$ cat src/rtl/ep_status_pkg.sv
package ep_status_pkg;
  localparam int REG_W     = 8;
  localparam int B_DIR     = 7;
  localparam int B_RSVD    = 6;
  localparam int B_STLREQ  = 5;
  localparam int B_TXRDY   = 4;
  localparam int B_STLCRC  = 3;
  localparam int B_SETUP   = 2;
  localparam int B_OUT     = 1;
  localparam int B_TXCMP   = 0;
  localparam int FLAG_N    = 4;

  localparam logic [1:0] EP_CTRL = 2'd0;
  localparam logic [1:0] EP_ISO  = 2'd1;
  localparam logic [1:0] EP_BULK = 2'd2;
  localparam logic [1:0] EP_INTR = 2'd3;

  typedef enum logic [1:0] {
    HS_ACK   = 2'd0,
    HS_NAK   = 2'd1,
    HS_STALL = 2'd2,
    HS_NONE  = 2'd3
  } hs_e;

  typedef struct packed {
    logic             wipe;
    logic             cpuWr;
    logic [REG_W-1:0] wrData;
    logic             txDone;
    logic             setOut;
    logic             setStl;
    logic             clrStl;
  } strb_t;
endpackage

$ cat src/rtl/ep_status_ctl.sv
module ep_status_ctl
  import ep_status_pkg::*;
(
  input  logic [1:0]       epType,
  input  logic             tokIn,
  input  logic             intEn,
  input  logic             cpuWrEn,
  input  logic [REG_W-1:0] cpuWrData,
  input  logic             evSetup,
  input  logic             evOut,
  input  logic             evInSent,
  input  logic             evInAck,
  input  logic             evStallSent,
  input  logic             evIsoGood,
  input  logic             evIsoCrcErr,
  input  logic [5:0]       state,
  output strb_t            strb,
  output logic [1:0]       hsCode,
  output logic             txReady,
  output logic             irq
);
  logic isIso;
  logic isCtrl;
  hs_e  hsSel;

  assign isIso  = (epType == EP_ISO);
  assign isCtrl = (epType == EP_CTRL);

  // Translate the engine strobes into register updates for this type.
  always_comb begin
    strb.wipe   = evSetup & isCtrl;
    strb.cpuWr  = cpuWrEn;
    strb.wrData = cpuWrData;
    strb.txDone = isIso ? evInSent : evInAck;
    strb.setOut = evOut;
    strb.setStl = isIso ? evIsoCrcErr : evStallSent;
    strb.clrStl = isIso & evIsoGood;
  end

  // Handshake selection, in priority order.
  always_comb begin
    if (isIso)
      hsSel = HS_NONE;
    else if (state[B_STLREQ])
      hsSel = HS_STALL;
    else if (tokIn ? !state[B_TXRDY] : state[B_OUT])
      hsSel = HS_NAK;
    else
      hsSel = HS_ACK;
  end

  assign hsCode  = hsSel;
  assign txReady = state[B_TXRDY];
  assign irq     = intEn & (|state[FLAG_N-1:0]);
endmodule

$ cat src/rtl/ep_status_dp.sv
module ep_status_dp
  import ep_status_pkg::*;
(
  input  logic             clk,
  input  logic             rstN,
  input  strb_t            strb,
  output logic [REG_W-1:0] regQ
);
  logic [REG_W-1:0] regD;

  always_comb begin
    regD = regQ;
    if (strb.wipe) begin
      regD          = '0;
      regD[B_SETUP] = 1'b1;
    end else begin
      if (strb.cpuWr) begin
        regD[B_DIR]        = strb.wrData[B_DIR];
        regD[B_STLREQ]     = strb.wrData[B_STLREQ];
        regD[B_TXRDY]      = strb.wrData[B_TXRDY];
        regD[FLAG_N-1:0]   = regQ[FLAG_N-1:0] & strb.wrData[FLAG_N-1:0];
      end
      // Hardware updates are applied last, so they win over CPU writes.
      if (strb.txDone) begin
        regD[B_TXRDY] = 1'b0;
        regD[B_TXCMP] = 1'b1;
      end
      if (strb.setOut) regD[B_OUT]    = 1'b1;
      if (strb.clrStl) regD[B_STLCRC] = 1'b0;
      if (strb.setStl) regD[B_STLCRC] = 1'b1;
    end
    regD[B_RSVD] = 1'b0;
  end

  always_ff @(posedge clk) begin
    if (!rstN) regQ <= '0;
    else       regQ <= regD;
  end
endmodule

$ cat src/rtl/ep_status_ctrl.sv
module ep_status_ctrl
  import ep_status_pkg::*;
(
  input  logic       clk,
  input  logic       rstN,
  input  logic       cpuWrEn,
  input  logic [7:0] cpuWrData,
  output logic [7:0] cpuRdData,
  input  logic [1:0] epType,
  input  logic       tokIn,
  input  logic       intEn,
  input  logic       evSetup,
  input  logic       evOut,
  input  logic       evInSent,
  input  logic       evInAck,
  input  logic       evStallSent,
  input  logic       evIsoGood,
  input  logic       evIsoCrcErr,
  output logic [1:0] hsCode,
  output logic       txReady,
  output logic       irq
);
  strb_t            strb;
  logic [REG_W-1:0] regQ;

  ep_status_ctl u_ctl (
    .epType     (epType),
    .tokIn      (tokIn),
    .intEn      (intEn),
    .cpuWrEn    (cpuWrEn),
    .cpuWrData  (cpuWrData),
    .evSetup    (evSetup),
    .evOut      (evOut),
    .evInSent   (evInSent),
    .evInAck    (evInAck),
    .evStallSent(evStallSent),
    .evIsoGood  (evIsoGood),
    .evIsoCrcErr(evIsoCrcErr),
    .state      (regQ[5:0]),
    .strb       (strb),
    .hsCode     (hsCode),
    .txReady    (txReady),
    .irq        (irq)
  );

  ep_status_dp u_dp (
    .clk (clk),
    .rstN(rstN),
    .strb(strb),
    .regQ(regQ)
  );

  assign cpuRdData = regQ;
endmodule

$ cat config.mk
export PLATFORM = sky130hd
export DESIGN_NAME = ep_status_ctrl
export DESIGN_NICKNAME = d
export VERILOG_FILES = /design/src/rtl/ep_status_pkg.sv /design/src/rtl/ep_status_ctl.sv /design/src/rtl/ep_status_dp.sv /design/src/rtl/ep_status_ctrl.sv
export SDC_FILE = /design/constraint.sdc
export NUM_CORES = 1
export LEC_CHECK = 0
export ABC_AREA = 1
export BUFFER_PORTS_ARGS = -buffer_cell sky130_fd_sc_hd__buf_2
export CORE_AREA = 4 4 41 43
export DETAILED_ROUTE_END_ITERATION = 8
export DIE_AREA = 0 0 45 47
export HOLD_SLACK_MARGIN = 0.03
export PLACE_DENSITY = 0.7
export SETUP_SLACK_MARGIN = 0.2
export SYNTH_ARGS = -nofsm -noshare
export SYNTH_HDL_FRONTEND = slang
export SYNTH_SLANG_ARGS = --single-unit
export TNS_END_PERCENT = 5
$ cat constraint.sdc
create_clock -name clk -period 0.8 [get_ports clk]
set_input_delay 0.08 -clock clk [delete_from_list [all_inputs] [get_ports clk]]
set_output_delay 0.08 -clock clk [all_outputs]
set_load 0.005 [all_outputs]
After elaboration in Yosys (flattened, before gate mapping)
Cells that the tools add are included.
- register bits after elaboration: 8
- output and inout port bits: 12
- word-level logic and storage cells: 35
- equality and inequality tests: 1
- mux-type cells: 13
- bitwise operators: 5
- reductions and logical operators: 9
- operator list (operator ; count):
    $mux 6 ; 2
    $mux 1 ; 9
    $reduce_bool 2->1 ; 3
    $and 4x4->4 ; 1
    $mux 2 ; 2
    $reduce_or 4->1 ; 1
    $and 1x1->1 ; 3
    $reduce_bool 3->1 ; 1
    $reduce_or 3->1 ; 1
    $eq 2x1->1 const B ; 1
    $logic_not 2->1 ; 1
    $reduce_or 2->1 ; 1
    $logic_not 1->1 ; 1
    $not 1->1 ; 1

Logic depth before layout (Yosys ltp)
- word-level depth: 5
- gate-level depth with buffers: 6
- gate-level depth less buffers: 6

Hierarchy
A second synthesis with hierarchy kept.
- cells, all modules: 76
- area, all modules: 491.7 um^2
- modules (own cells, without submodules) (module ; instances ; cells each ; area an instance (um^2) ; sequential area each (um^2)):
    ep_status_dp ; 1 ; 43 ; 312.8 ; 140.1
    ep_status_ctl ; 1 ; 33 ; 178.9 ; 0.0

Worst setup path after synthesis
Ideal clock, no wire load.
- path kind: register to output
- start point: reg u_dp.regQ[1]
- end point: out hsCode[0]
- data arrival time: 613 ps
- required time: 720 ps
- slack: 107 ps
- stages on the path, launching flop included: 3
- buffers on the path: 0
- cell sequence: dfxtp_1 > o21ai_0 > o21ai_0
- cells in the longest elaborated chain, start to end: 4
- RTL lines (item ; RTL line ; RTL):
    start, declared ; ep_status_dp.sv:7 ; output logic [REG_W-1:0] regQ
    start signal, assigned ; ep_status_dp.sv:37 ; else regQ <= regD;
    $mux 1 (2 in series) ; ep_status_ctl.sv:46 ; else if (tokIn ? !state[B_TXRDY] : state[B_OUT])
    $mux 2 ; ep_status_ctl.sv:44 ; else if (state[B_STLREQ])
    $mux 2 ; ep_status_ctl.sv:42 ; if (isIso)
    end, declared ; ep_status_ctrl.sv:19 ; output logic [1:0] hsCode,
No other way between the ends.

Final worst setup path
- start point: reg u_dp.regQ[4]
- end point: out hsCode[0]
- cells in the longest elaborated chain, start to end: 5
- RTL lines (item ; RTL line):
    $logic_not 1->1 ; ep_status_ctl.sv:46
    $mux 1 (2 in series) ; ep_status_ctl.sv:46
    $mux 2 ; ep_status_ctl.sv:44
    $mux 2 ; ep_status_ctl.sv:42
No other way between the ends.

==> results_dict.tcl <==
set metrics [dict create \
    critical_path_buf_inv_count 1 \
    crit_path_end_kind "primary output" \
    cts_hold_buf 0 \
    min_to "u_dp.regQ[5]" \
    io_buffers 31 \
    n_antenna_cell 0 \
    syn_to_final_growth_pct 56.2 \
    yosysSeqAreaShare_pct 35.6 \
    grt_pass1_vias 434 \
    hold_violations 0 \
    start_kind "flip-flop" \
    synth_top_area_cell "dfxtp_1" \
    grt_max_degree 7 \
    cp_slowest_cell "dfxtp_2" \
    design.die.area_um2 2120 \
    clock_skew_ns 0 \
    grt_pass1_wl_um 1690 \
    grt_usage_pct 11.5 \
    vdd_drop_max_mv 0.687 \
    place.detailed.hpwl_um 871 \
    ant_nets 0 \
    fin_crit_sh_pct 123 \
    dr.first_iter.drc_count 5 \
    synth_area_leaders "dfxtp_1 36%, nand2_1 11%, a21oi_2 8.9%, inv_1 5.7%, nand3_1 5.1%" \
    timing.rr.end "u_dp.regQ[4]" \
    row_count 13 \
    drc 0 \
    clock_latency_ns 0.25 \
    nFillCells 135 \
    violations "negative setup slack" \
    synth_area_per_cell_um2 6.91 \
    vias 450 \
    worst-endpoint-required_ns 0.72 \
    cts_buffers 3 \
    slew_violations 0 \
    critPathKind "reg2out" \
    pwr_density_cell_nw_per_um2 1500 \
    antenna_found_initial 0 \
    synth.net_count 79 \
    synth_area_um2 394 \
    yosysTopAreaCellShare_pct 35.6 \
    initial_utilization_pct 30.3 \
    hold_depth 3 \
    fin_crit_ns 0.982 \
    cp.arrival_ns 0.90 \
    hold_path_class "in2reg" \
    drive_gt1_share_pct 62.0 \
    status "finished with violations" \
    tritoncts "built" \
    grt-ovfl-total 0 \
    timing.critical_path.cells "nand2_2 -> o21ai_2 -> o21ai_1 -> buf_2" \
    cts.sinks 7 \
    whs_ns 0.0540 \
    drt-total-wl_um 1050 \
    setup_slack_ns -0.182 \
    clk_pin_slew_ns 0.05 \
    largest_register_ffs 7 \
    utilization_pct 47.3 \
    avgViaCountPerCell 4.21 \
    rsz0062_at_grt "true" \
    fin_nets 115 \
    core_um2 1300 \
    drv_cap 0 \
    dr.pass1.iters 4 \
    h-tree-depth 1 \
    max_stage_delay_ns 0.32 \
    place_congestion 0.663 \
    ctsLongestPathBuffers 2 \
    ff2ff_setup_slack_ns 0.04 \
    regArea_um2 149 \
    fmax_ghz 1.02 \
    yosys_warnings 0 \
    synthCells 57 \
    die_x_um 45 \
    ys_types 18 \
    clock-root-buffer "clkbuf_4" \
    reg2reg_from "u_dp.regQ[4]" \
    pin_count 34 \
    wire_per_inst_um 9.85 \
    largest_register "u_dp.regQ" \
    synth_seq_cells 7 \
    multi_input_area_um2 211 \
    rr_worst_depth 5 \
    crit_fanout 2 \
    crit_family "flip-flops" \
    p_leak_nw 0.343 \
    largestRegisters "u_dp.regQ (7)" \
    die_h_um 47 \
    hp-start "cpuWrData[5]" \
    setup_viol 6 \
]
[cells in the mapped netlist, drive strengths merged]
cell type / n
a21oi: 5
buf: 2
conb: 1
nand3: 4
nand2: 15
nand3b: 1
o21ai: 5
a21boi: 2
inv: 9
nor2: 6
dfxtp: 7
[layout by cell type, fill, tap and decap left out, drive strengths merged]
cell / instances
o21ai: 5
inv: 9
a21oi: 5
nand3: 4
clkbuf: 4
nand2: 15
nor2: 6
buf: 33
dfxtp: 7
nand3b: 1
a21boi: 2
conb: 1
[worst min-delay path: stages]
cell and delay, ns:
buf_2 0.07, a21oi_1 0.06, nor2_2 0.06
[metrics by stage]
stage	setup slack (ns)	std cells	cell area, µm²	setup TNS (ns)	power [W]
floorplan	0.132	57	395	0	0.000493
global placement	0.00570	101	554	0	0.000592
detailed placement	-0.00621	101	554	-0.00621	0.000595
CTS	-0.190	106	606	-0.653	0.000935
global route	-0.220	107	616	-0.918	0.000987
finish	-0.182	107	616	-0.615	0.000924
[report_power, final]
group	internal, W	total (W)	leakage, nW	switching [W]
Combinational	0.000108	0.000211	0.268	0.000103
Clock	0.000190	0.000321	0.0150	0.000130
Sequential	0.000376	0.000392	0.0602	0.0000162
[kinds of logic (layout without fill, tap and decap cells)]
group	Yosys count	after routing	synth area share, %
other	1	1	0.951
AND/OR/NAND/NOR	26	26	30.8
AO/OA/AOI/OAI	12	12	20.3
buffers and inverters	11	46	12.4
flip-flops	7	7	35.6
[worst max-delay path by stage]
stage                             from      endpoint  slack, ns  cells past startpoint
after global routing      u_dp.regQ[1]           irq      -0.22                      3
after detailed placement  u_dp.regQ[1]     hsCode[0]     -0.006                      3
after floorplan           u_dp.regQ[5]  u_dp.regQ[5]       0.13                      4
after global placement    u_dp.regQ[1]     hsCode[0]      0.006                      3
final                     u_dp.regQ[4]     hsCode[0]      -0.18                      4
after CTS                 u_dp.regQ[4]     hsCode[0]      -0.19                      4
[cell type report]
type / instances / share of cell area, %
clock buffer: 4 / 4.27
inverter: 9 / 5.49
sequential: 7 / 24.2
timing repair buffer: 33 / 28.7
tap: 15 / 3.05
multi-input combinational: 39 / 34.3
[per-layer routing]
layer  global-route usage (%)  share of wire, %  vias up
li1                         -                 -      246
met1                     11.7                40      186
met2                     20.6                49       18
met3                     6.90                10        0
met4                     1.75                 0        0
met5                        0                 0        -
[repair_timing]
action	CTS	global route
endpoints found under the setup margin	16	17
buffers inserted	1	1
pin swaps	3	4
resized for setup	10	1
Power figures use the tool's default switching activity.
